$ cat src/rtl/dps_pkg.sv
package dps_pkg;

   typedef enum logic [1:0] {
      ST_IDLE     = 2'd0,
      ST_WAIT_OFF = 2'd1,
      ST_ARM      = 2'd2,
      ST_WAIT_ON  = 2'd3
   } dps_state_e;

   typedef struct packed {
      logic prep;
      logic load;
      logic arm;
      logic finish;
      logic tog;
   } dps_cmd_t;

endpackage

$ cat src/rtl/dps_code_conv.sv
module dps_code_conv #(
   parameter int W        = 4,
   parameter bit USE_GRAY = 1'b1
) (
   input  logic [W-1:0] bin_i,
   output logic [W-1:0] code_o
);
   generate
      if (USE_GRAY) begin : g_gray
         always_comb begin
            code_o[W-1] = bin_i[W-1];
            for (int b = 0; b < W-1; b++) begin
               code_o[b] = bin_i[b] ^ bin_i[b+1];
            end
         end
      end else begin : g_bin
         assign code_o = bin_i;
      end
   endgenerate
endmodule

$ cat src/rtl/dps_poll_timer.sv
module dps_poll_timer #(
   parameter int LIMIT = 50
) (
   input  logic clk,
   input  logic rst_n,
   input  logic active_i,
   input  logic tick_i,
   output logic expired_o
);
   localparam int CW = (LIMIT > 1) ? $clog2(LIMIT) : 1;
   localparam logic [CW-1:0] LAST = CW'(LIMIT - 1);

   logic [CW-1:0] cnt_q;

   assign expired_o = active_i && tick_i && (cnt_q == LAST);

   always_ff @(posedge clk or negedge rst_n) begin
      if (!rst_n) begin
         cnt_q <= '0;
      end else if (!active_i || expired_o) begin
         cnt_q <= '0;
      end else if (tick_i) begin
         cnt_q <= cnt_q + 1'b1;
      end
   end
endmodule

$ cat src/rtl/dps_fsm.sv
module dps_fsm
   import dps_pkg::*;
(
   input  logic     clk,
   input  logic     rst_n,
   input  logic     start_i,
   input  logic     rb_i,
   input  logic     expired_i,
   input  logic     tog_req_i,
   output dps_cmd_t cmd_o,
   output logic     wait_o,
   output logic     done_o,
   output logic     err_o
);
   dps_state_e st_q, st_d;
   logic       fail;

   always_comb begin
      st_d  = st_q;
      cmd_o = '0;
      fail  = 1'b0;
      unique case (st_q)
         ST_IDLE: begin
            if (start_i) begin
               cmd_o.prep = 1'b1;
               st_d       = ST_WAIT_OFF;
            end else if (tog_req_i) begin
               cmd_o.tog = 1'b1;
            end
         end
         ST_WAIT_OFF: begin
            if (!rb_i) begin
               cmd_o.load = 1'b1;
               st_d       = ST_ARM;
            end else if (expired_i) begin
               fail = 1'b1;
               st_d = ST_IDLE;
            end
         end
         ST_ARM: begin
            cmd_o.arm = 1'b1;
            st_d      = ST_WAIT_ON;
         end
         ST_WAIT_ON: begin
            if (rb_i) begin
               cmd_o.finish = 1'b1;
               st_d         = ST_IDLE;
            end else if (expired_i) begin
               fail = 1'b1;
               st_d = ST_IDLE;
            end
         end
         default: st_d = ST_IDLE;
      endcase
   end

   assign wait_o = (st_q == ST_WAIT_OFF) || (st_q == ST_WAIT_ON);

   always_ff @(posedge clk or negedge rst_n) begin
      if (!rst_n) begin
         st_q   <= ST_IDLE;
         done_o <= 1'b0;
         err_o  <= 1'b0;
      end else begin
         st_q   <= st_d;
         done_o <= cmd_o.finish;
         err_o  <= fail;
      end
   end
endmodule

$ cat src/rtl/dps_ctrl_fields.sv
module dps_ctrl_fields
   import dps_pkg::*;
#(
   parameter int W        = 4,
   parameter bit USE_GRAY = 1'b1
) (
   input  logic         clk,
   input  logic         rst_n,
   input  dps_cmd_t     cmd_i,
   input  logic [W-1:0] phase_i,
   input  logic         tog_val_i,
   output logic         dll_en_o,
   output logic         cdr_en_o,
   output logic         ext_en_o,
   output logic         ck_en_o,
   output logic [W-1:0] field_o
);
   logic [W-1:0] phase_q;
   logic [W-1:0] code;

   dps_code_conv #(.W(W), .USE_GRAY(USE_GRAY)) u_conv (
      .bin_i  (phase_q),
      .code_o (code)
   );

   always_ff @(posedge clk or negedge rst_n) begin
      if (!rst_n) begin
         phase_q  <= '0;
         dll_en_o <= 1'b0;
         cdr_en_o <= 1'b0;
         ext_en_o <= 1'b0;
         ck_en_o  <= 1'b0;
         field_o  <= '0;
      end else begin
         if (cmd_i.prep) begin
            phase_q  <= phase_i;
            cdr_en_o <= 1'b0;
            ck_en_o  <= 1'b0;
            ext_en_o <= 1'b1;
            dll_en_o <= 1'b1;
         end
         if (cmd_i.load) begin
            field_o <= code;
         end
         if (cmd_i.arm) begin
            ck_en_o <= 1'b1;
         end
         if (cmd_i.finish) begin
            cdr_en_o <= 1'b1;
            ext_en_o <= 1'b0;
         end
         if (cmd_i.tog) begin
            cdr_en_o <= tog_val_i;
         end
      end
   end
endmodule

$ cat src/rtl/dll_phase_seq.sv
module dll_phase_seq
   import dps_pkg::*;
#(
   parameter int PHASE_W    = 4,
   parameter int CTRL_W     = 32,
   parameter int POLL_LIMIT = 50,
   parameter bit USE_GRAY   = 1'b1,
   parameter int POS_DLL    = 16,
   parameter int POS_CDR    = 17,
   parameter int POS_CKOUT  = 18,
   parameter int POS_EXT    = 19,
   parameter int POS_PHASE  = 20
) (
   input  logic               clk,
   input  logic               rst_n,
   input  logic               start_i,
   input  logic [PHASE_W-1:0] phase_i,
   input  logic               clk_out_rb_i,
   input  logic               us_tick_i,
   input  logic               cdr_req_i,
   input  logic               cdr_req_val_i,
   output logic               dll_en_o,
   output logic               cdr_en_o,
   output logic               ext_sel_en_o,
   output logic               clk_out_en_o,
   output logic [PHASE_W-1:0] phase_field_o,
   output logic [CTRL_W-1:0]  ctrl_word_o,
   output logic               done_o,
   output logic               err_o
);
   localparam int PHASE_TOP = POS_PHASE + PHASE_W - 1;

   generate
      if (PHASE_W < 1) begin : g_bad_w
         $error("PHASE_W must be at least 1");
      end
      if (POLL_LIMIT < 1) begin : g_bad_lim
         $error("POLL_LIMIT must be at least 1");
      end
      if (PHASE_TOP >= CTRL_W || POS_EXT >= CTRL_W) begin : g_bad_pos
         $error("control fields exceed CTRL_W");
      end
      if (POS_DLL == POS_CDR || POS_DLL == POS_CKOUT || POS_DLL == POS_EXT ||
          POS_CDR == POS_CKOUT || POS_CDR == POS_EXT || POS_CKOUT == POS_EXT) begin : g_bad_dup
         $error("control bit positions must differ");
      end
   endgenerate

   dps_cmd_t cmd;
   logic     waiting;
   logic     expired;

   dps_fsm u_fsm (
      .clk       (clk),
      .rst_n     (rst_n),
      .start_i   (start_i),
      .rb_i      (clk_out_rb_i),
      .expired_i (expired),
      .tog_req_i (cdr_req_i),
      .cmd_o     (cmd),
      .wait_o    (waiting),
      .done_o    (done_o),
      .err_o     (err_o)
   );

   dps_poll_timer #(.LIMIT(POLL_LIMIT)) u_timer (
      .clk       (clk),
      .rst_n     (rst_n),
      .active_i  (waiting),
      .tick_i    (us_tick_i),
      .expired_o (expired)
   );

   dps_ctrl_fields #(.W(PHASE_W), .USE_GRAY(USE_GRAY)) u_fields (
      .clk       (clk),
      .rst_n     (rst_n),
      .cmd_i     (cmd),
      .phase_i   (phase_i),
      .tog_val_i (cdr_req_val_i),
      .dll_en_o  (dll_en_o),
      .cdr_en_o  (cdr_en_o),
      .ext_en_o  (ext_sel_en_o),
      .ck_en_o   (clk_out_en_o),
      .field_o   (phase_field_o)
   );

   always_comb begin
      ctrl_word_o                       = '0;
      ctrl_word_o[POS_DLL]              = dll_en_o;
      ctrl_word_o[POS_CDR]              = cdr_en_o;
      ctrl_word_o[POS_CKOUT]            = clk_out_en_o;
      ctrl_word_o[POS_EXT]              = ext_sel_en_o;
      ctrl_word_o[PHASE_TOP:POS_PHASE]  = phase_field_o;
   end
endmodule

$ cat config.mk
export PLATFORM = sky130hd
export DESIGN_NAME = dll_phase_seq
export DESIGN_NICKNAME = d
export VERILOG_FILES = /design/src/rtl/dps_pkg.sv /design/src/rtl/dps_code_conv.sv /design/src/rtl/dps_poll_timer.sv /design/src/rtl/dps_fsm.sv /design/src/rtl/dps_ctrl_fields.sv /design/src/rtl/dll_phase_seq.sv
export SDC_FILE = /design/constraint.sdc
export NUM_CORES = 1
export LEC_CHECK = 0
export ABC_CLOCK_PERIOD_IN_PS = 2350
export CAP_MARGIN = 20
export CORE_UTILIZATION = 30
export CTS_BUF_LIST = sky130_fd_sc_hd__clkbuf_4 sky130_fd_sc_hd__clkbuf_8 sky130_fd_sc_hd__clkbuf_16
export DETAILED_ROUTE_END_ITERATION = 8
export GPL_TIMING_DRIVEN = 0
export PLACE_DENSITY = 0.56
export SKIP_LAST_GASP = 1
export SYNTH_ARGS = -nofsm -noshare
export SYNTH_HDL_FRONTEND = slang
export SYNTH_HIERARCHICAL = 1
export SYNTH_SLANG_ARGS = --single-unit
export TNS_END_PERCENT = 20
$ cat constraint.sdc
create_clock -name clk -period 2.35 [get_ports clk]
set_clock_uncertainty 0.1 [all_clocks]
set_input_delay 0.235 -clock clk [delete_from_list [all_inputs] [get_ports clk]]
set_output_delay 0.235 -clock clk [all_outputs]
set_load 0.05 [all_outputs]
==> flow_summary.toml, run 1 <==
[placement]
dp_hpwl_um = 1881
portBuffers = 27
gp_routability_congestion = 0.7520
pre_cts_slack_ns = 0.3268

[floorplan]
rows = 23
ioPinCount = 53
start_util = 0.3228
core-area_mm2 = 0.004144
fp.dieW_um = 68.77
die_h_um = 68.77
dieArea_mm2 = 0.004729

[global_routing]
grt_antenna_before_repair = 0
grt_pass1_vias = 861
grt_max_degree = 23
grt_pass1_wl_um = 3795
grt_usage = 0.1064
grt-ovfl-total = 0

[routing]
drc = 0
vias = 935
routed_wl_um = 2411
drt_iter0_drc = 9
ant_nets = 0
post_drt_via_cell_ratio = 4.083
drt_first_pass_iters = 4
routedWlPerCell_um = 10.53

[timing]
fin_crit_sh = 0.8132
worst_pin_slew_ns = 0.6564
slew_violations = 0
grt_setup_unrepaired = "false"
setup_viol = 0
tns_ns = 0
finalHoldViolCount = 0
fmax_ghz = 0.5233
relSlewSlack = 0.5615
min_period_ns = 1.911
worst_slack_ns = 0.4389

[cells_and_area]
post-route-util = 0.4447
fillers = 390
multi_input_area_um2 = 570.5
layout-drive-gt1-share = 0.3240
ff_latch_area_um2 = 550.5
final_nets = 193
diodes = 0
area_growth_pct = 37.79
final_common_cell = "buf_4"
layout_common_cells = "34 x buf_4, 27 x clkdlybuf4s50_1, 24 x conb_1"

[worst_setup_path]
critical_path.endpoint_type = "flip-flop"
required_ns = 2.40
cp.arrival_ns = 1.96
cp_max_fo = 10
critical_path.startpoint = "u_fsm/st_q[0]"
r2r_slack_ns = 0.44
reg2reg_depth = 6
crit-reg2reg-launch = "u_fsm/st_q[0]"
r2r-end = "u_fsm/st_q[1]"
critical_path_class = "flip-flop to flip-flop"
cp-start-kind = "flip-flop"

[clock_network]
postCtsSetupBuffers = 0
clock_path_buffers = 2
insertion_delay_ns = 0.26
cts_made_buffers = 3
ctsHoldBuffers = 0
post_cts_resized = 0
root_buffer = "clkbuf_8"
clock-sinks = 22
cts.htree.levels = 1
clk_pin_slew_ns = 0.08
cts_tree = "done"

[yosys]
synth_ff_type = "dfrtp_1"
synth_area_leaders = "dfrtp_1 41%, buf_4 19%, mux2_4 5.6%"
synth_edf_count = 0
yosysUniqueCellTypes = 39
yosysWarnings = 6
synth-seq-cells = 22
ys_seq_area_frac = 0.4116
synthCells = 124
synth_top_area_frac = 0.4116
synth_async_sr_flop_share = 1.000
syn_avg_cell_area_um2 = 10.79
synthesis.area_mm2 = 0.001338
synth_area_leader_cell = "dfrtp_1"

[power]
p_per_area_mw_per_mm2 = 1331
p_leak_uw = 0.0009062
vdd.ir_drop.worst_uv = 448.1

[outcome]
status = "completed"

[hold_path]
hold_depth = 2
hp-start = "us_tick_i"
hold_path.class = "input pin to flip-flop"
min_delay_worst_endpoint = "u_timer/cnt_q[1]"

[run]
cap_violations = 0
-- worst max-delay path: stages (launching register included) --
cell and delay, ns:
dfrtp_1 0.34, buf_6 0.13, clkbuf_1 0.26, nand2_2 0.13, nor4_1 0.44, a21oi_1 0.13, mux2_2 0.27
-- power breakdown --
part,switching (uW),total [uW],internal (uW)
combinational,849,1460,612
sequential,118,648,529
clock,118,345,227
-- final cells by class --
cell class | instances | area share
multi-input combinational | 83 | 0.3096
sequential | 22 | 0.2987
buffer | 39 | 0.1582
timing repair buffer | 28 | 0.1548
tap | 50 | 0.03394
clock buffer | 3 | 0.02240
clock inverter | 1 | 0.01629
inverter | 3 | 0.006110
-- Yosys cell counts (2+ instances only) --
library cell  count
ha_1              2
dfrtp_1          22
buf_6             2
nand2_1           3
nor2_1            7
buf_4            34
nor2b_1           2
mux2_2            5
a21o_1            2
xor2_1            7
mux2_4            5
nor3b_1           2
inv_1             3
a21oi_1           2
and3_2            2
-- kinds of logic (layout without fill, tap and decap cells) --
| group | count (synthesis) | in the layout | share of synthesized area |
|---|---|---|---|
| AOI/OAI and AO/OA | 10 | 10 | 0.06081 |
| xor gates and xnor gates | 8 | 8 | 0.05239 |
| adders and majority gates | 2 | 2 | 0.01871 |
| buffers and inverters | 42 | 74 | 0.2264 |
| DFF | 22 | 22 | 0.4116 |
| muxes | 11 | 11 | 0.1057 |
| other | 1 | 24 | 0.002804 |
| and+or+nand+nor | 28 | 28 | 0.1216 |
-- metrics by stage --
stage / area [um2] / std cells / hold WS (ns) / total power (uW)
after floorplan: 1424 / 147 / -0.1606 / 1745
after global placement: 1757 / 224 / 0.3747 / 2093
after detailed placement: 1757 / 224 / 0.3793 / 2122
after CTS: 1828 / 228 / 0.1536 / 2478
after global routing: 1843 / 229 / 0.1620 / 2618
final: 1843 / 229 / 0.1616 / 2454
-- how the worst max path moves through the flow --
stage / end / slack (ns) / cells after the start
floorplan: u_fsm/st_q[1] / 0.69 / 6
global placement: u_fields/field_o[3] / 0.37 / 3
detailed placement: u_fields/field_o[2] / 0.33 / 3
CTS: ctrl_word_o[22] / 0.45 / 2
global route: u_fsm/st_q[1] / 0.35 / 6
finish: u_fsm/st_q[1] / 0.44 / 6
-- metal layers --
layer	wire length, um	share of wire	global-route usage	vias up
met3	193	0.080	0.01480	2
met2	1185	0.49	0.1973	40
met5	0	0	0	-
met4	4	0.0017	0.03061	0
met1	1027	0.43	0.1263	432
li1	-	-	-	461
-- registers in the layout, summed over array words and instances (netlist names) --
register,cells
u_fsm/done_o,1
u_fields/phase_q,4
u_fsm/err_o,1
u_fields/field_o,4
u_fields/dll_en_o,1
u_fields/cdr_en_o,1
u_fields/ck_en_o,1
u_fields/ext_en_o,1
u_timer/cnt_q,6
u_fsm/st_q,2
No activity file was read; power rests on OpenSTA's default activity.
==> inputs of run 2 (changes only) <==
ABC_CLOCK_PERIOD_IN_PS = 1550   (was 2350)
PLACE_DENSITY = 0.58   (was 0.56)
clock period = 1.55 ns   (was 2.35 ns; I/O delays follow)
==> flow_summary.toml, run 2 (synthesis results as in run 1) <==
[worst_setup_path]
cp-start-kind = "flip-flop"
r2r_slack_ns = -0.12
cp.arrival_ns = 1.51
cp_max_fo = 3
critical_path.endpoint_type = "output port"
critical_path.startpoint = "u_fields/dll_en_o"
required_ns = 1.29
critical_path_class = "flip-flop to output port"
reg2reg_depth = 6
r2r-end = "u_fsm/st_q[1]"
crit-reg2reg-launch = "u_timer/cnt_q[1]"

[placement]
gp_routability_congestion = 0.7430
portBuffers = 27
dp_hpwl_um = 1893

[power]
total_power_uw = 3584
p_leak_uw = 0.0009389
vdd.ir_drop.worst_uv = 597.0
p_per_area_mw_per_mm2 = 1939

[timing]
relSlewSlack = 0.6596
fmax_ghz = 0.5674
min_period_ns = 1.762
worst_slack_ns = -0.2123
setup_viol = 12
worst_pin_slew_ns = 0.5098
tns_ns = -1.684
grt_setup_unrepaired = "true"
finalHoldViolCount = 0
fin_crit_sh = 1.137
slew_violations = 0

[global_routing]
grt-ovfl-total = 0
grt_pass1_wl_um = 3629
grt_antenna_before_repair = 0
grt_usage = 0.1052
grt_pass1_vias = 847
grt_max_degree = 23

[floorplan]
rows = 23
die_h_um = 68.77
fp.dieW_um = 68.77
dieArea_mm2 = 0.004729
core-area_mm2 = 0.004144
start_util = 0.3228
ioPinCount = 53

[routing]
drt_iter0_drc = 42
ant_nets = 0
vias = 931
routedWlPerCell_um = 10.42
drc = 0
drt_first_pass_iters = 4
routed_wl_um = 2387
post_drt_via_cell_ratio = 4.066

[cells_and_area]
top_regs = "u_timer/cnt_q (6), u_fields/field_o (4), u_fields/phase_q (4)"
fillers = 404
post-route-util = 0.4460
layout_common_cells = "34 x buf_4, 24 x conb_1, 22 x dfrtp_1"
area_growth_pct = 38.17
diodes = 0
final_nets = 193
final_common_cell = "buf_4"
layout-drive-gt1-share = 0.3408
regMostFlops = "u_timer/cnt_q"
largest_register_ffs = 6

[run]
cap_violations = 0

[outcome]
status = "finished, violations left"
violations = "setup timing"

[clock_network]
root_buffer = "clkbuf_8"
cts_made_buffers = 3
clk_pin_slew_ns = 0.08
clock_path_buffers = 2
cts_tree = "done"
ctsHoldBuffers = 0
insertion_delay_ns = 0.26
clock-sinks = 22
cts.htree.levels = 1

[hold_path]
hold_depth = 2
hp-start = "us_tick_i"
hold_path.class = "input pin to flip-flop"
min_delay_worst_endpoint = "u_timer/cnt_q[1]"
[run 2: final cells by class]
type | instances | area [um2] | area share
Buffer | 39 | 292.8 | 0.1584
Sequential cell | 22 | 550.5 | 0.2979
Multi-Input combinational cell | 83 | 588.1 | 0.3182
Timing Repair Buffer | 28 | 287.8 | 0.1557
Inverter | 3 | 11.26 | 0.006093
Tap cell | 50 | 62.56 | 0.03385
Clock buffer | 4 | 55.05 | 0.02979
[run 2: stage by stage]
stage,hold WS (ns),cell area [um2],std cells,setup slack [ns]
after global routing,0.08132,1848,229,-0.2685
after global placement,0.3526,1764,224,-0.3371
after detailed placement,0.3526,1764,224,-0.3954
final,0.07093,1848,229,-0.2123
after floorplan,-0.2406,1431,147,0.01126
after CTS,0.06814,1814,228,-0.2488
[run 2: repair_timing]
item / in CTS / in global routing
setup buffers: 0 / 0
setup endpoints to repair: 23 / 28
gates resized for setup: 4 / 5
gates cloned: 0 / 0
hold endpoints to repair: 0 / 0
pin swaps: 0 / 0
[run 2: how the worst max path moves through the flow]
stage	cells after the start	end	slack, ns
floorplan	6	u_fsm/st_q[1]	0.01
finish	2	ctrl_word_o[16]	-0.21
CTS	2	ctrl_word_o[23]	-0.25
global route	2	ctrl_word_o[16]	-0.27
detailed placement	3	u_fields/field_o[2]	-0.40
global placement	3	u_fields/field_o[3]	-0.34
[run 2: critical path, cell delays in order, from the launching register on]
cell	delay [ns]
dfrtp_1	0.36
buf_4	0.10
clkdlybuf4s50_1	0.78
[run 2: power by group]
group / switching [uW] / total, uW / internal [uW]
Combinational: 1290 / 2200 / 902
Clock: 181 / 407 / 226
Sequential: 177 / 979 / 803
Total: 1650 / 3580 / 1930
[run 2: layer usage]
metal  vias up  share of wire  wire length, um  GRT usage
met5         -              0                0          0
met4         0         0.0096               23    0.03827
met3         3          0.080              192    0.02632
met2        41           0.50             1193     0.1973
met1       425           0.41              977     0.1127
li1        462              -                -          -
==> inputs of run 3 (changes only) <==
CORE_UTILIZATION = 39   (was 30)
PLACE_DENSITY = 0.73   (was 0.58)
==> flow_summary.toml, run 3 (synthesis results as in run 1) <==
[outcome]
status = "finished, violations left"
violations = "setup timing"

[floorplan]
dieArea_mm2 = 0.003668
rows = 20
die_h_um = 60.56
ioPinCount = 53
fp.dieW_um = 60.56
start_util = 0.4242
core-area_mm2 = 0.003153

[worst_setup_path]
cpPeakStageDelay_ns = 0.81
critical_path_class = "flip-flop to output port"
reg2reg_depth = 6
crit-reg2reg-launch = "u_timer/cnt_q[1]"
cp-start-kind = "flip-flop"
required_ns = 1.29
critPathTopFamily = "buffers and inverters"
crit_cells = 1
crit_path_end = "ext_sel_en_o"
r2r_slack_ns = -0.15
crit_chain = "clkdlybuf4s50_1"
critical_path.endpoint_type = "output port"
r2r-end = "u_fsm/st_q[1]"
cp_max_fo = 3
cp.arrival_ns = 1.48
path_buf_inv = 1
crit_slowest_cell = "clkdlybuf4s50_1"
critical_path.startpoint = "u_fields/ext_en_o"

[timing]
fin_crit_sh = 1.119
fmax_ghz = 0.5764
worst_slack_ns = -0.1849
grt_setup_unrepaired = "true"
tns_ns = -0.9671
slew_violations = 0
setup_viol = 7
worst_pin_slew_ns = 0.5049
min_period_ns = 1.735
relSlewSlack = 0.6628
finalHoldViolCount = 0

[cells_and_area]
layout_common_cells = "34 x buf_4, 24 x conb_1, 22 x dfrtp_1"
layout-drive-gt1-share = 0.3483
diodes = 0
largest_register_ffs = 6
area_growth_pct = 35.36
fillers = 291
final_nets = 193
regMostFlops = "u_timer/cnt_q"
top_regs = "u_timer/cnt_q (6), u_fields/field_o (4), u_fields/phase_q (4)"
final-instance-count-excl-fill = 222
final_common_cell = "buf_4"

[clock_network]
cts.htree.levels = 1
ctsHoldBuffers = 0
root_buffer = "clkbuf_4"
cts_made_buffers = 3
cts_tree = "done"
clock-sinks = 22
clock_path_buffers = 2
clk_pin_slew_ns = 0.11
insertion_delay_ns = 0.29

[routing]
routed_wl_um = 2258
vias = 918
drc = 0
drt_first_pass_iters = 4
ant_nets = 0
drt_iter0_drc = 12
post_drt_via_cell_ratio = 4.135
routedWlPerCell_um = 10.17

[power]
p_leak_uw = 0.0009362
vdd.ir_drop.worst_uv = 527.2
p_switching_uw = 1612
power.share.clock = 0.072
p_per_area_mw_per_mm2 = 1866
seqPwrFrac = 0.289
intPower_uw = 1766
power.share.switching = 0.4772
combPwrFrac = 0.640

[global_routing]
grt-ovfl-total = 0
grt_pass1_wl_um = 3712
grt_usage = 0.1346
grt_antenna_before_repair = 0
grt_pass1_vias = 895
grt_max_degree = 23

[placement]
gp_routability_congestion = 0.7364
dp_hpwl_um = 1730
placed_cells = 218
portBuffers = 27

[hold_path]
hold_path.class = "input pin to flip-flop"

[run]
cap_violations = 0
==> run 3: timing repair <==
action / CTS / global route
setup endpoints to repair: 23 / 26
resized for setup: 14 / 6
cloned: 0 / 0
buffers inserted: 0 / 0
==> run 3: layout make-up <==
type / instances / area, um2 / area share
inverter: 3 / 11.26 / 0.006220
timing repair buffer: 28 / 290.3 / 0.1603
clock buffer: 3 / 22.52 / 0.01244
sequential: 22 / 550.5 / 0.3041
buffer: 39 / 292.8 / 0.1617
multi-input combinational: 83 / 588.1 / 0.3248
tap: 44 / 55.05 / 0.03041
==> run 3: how the worst min path moves through the flow <==
stage / from / to / cells after the start
2_1_floorplan: rst_n / u_fields/cdr_en_o / 0
3_3_place_gp: us_tick_i / u_timer/cnt_q[1] / 2
3_5_place_dp: us_tick_i / u_timer/cnt_q[1] / 2
4_1_cts: us_tick_i / u_timer/cnt_q[1] / 2
5_1_grt: us_tick_i / u_timer/cnt_q[1] / 2
6_report: us_tick_i / u_timer/cnt_q[1] / 2
==> run 3: layer usage <==
metal	wire length [um]	GRT usage
met1	983	0.1544
met2	1103	0.2575
met3	171	0.01919
met4	0	0.03896
met5	0	0
==> run 3: power by group through the flow <==
| stage | sequential [uW] | combinational (uW) | clock (uW) |
|---|---|---|---|
| after detailed placement | 993 | 2210 | 0 |
| after CTS | 982 | 2150 | 264 |
| final | 976 | 2160 | 242 |
| after floorplan | 1320 | 1340 | 0 |
| after global placement | 976 | 2180 | 0 |
| after global routing | 1010 | 2300 | 286 |
==> run 3: metrics by stage <==
stage,utilization,hold slack (ns),setup slack (ns),power (uW),instance area [um2]
final,0.5742,0.03634,-0.1849,3378,1810
after global routing,0.5742,0.04388,-0.2518,3599,1810
after CTS,0.5627,0.01847,-0.2205,3394,1774
after detailed placement,0.5571,0.3562,-0.3369,3203,1757
after global placement,0.5571,0.3475,-0.3224,3159,1757
after floorplan,-,-0.2406,0.01126,2655,1431
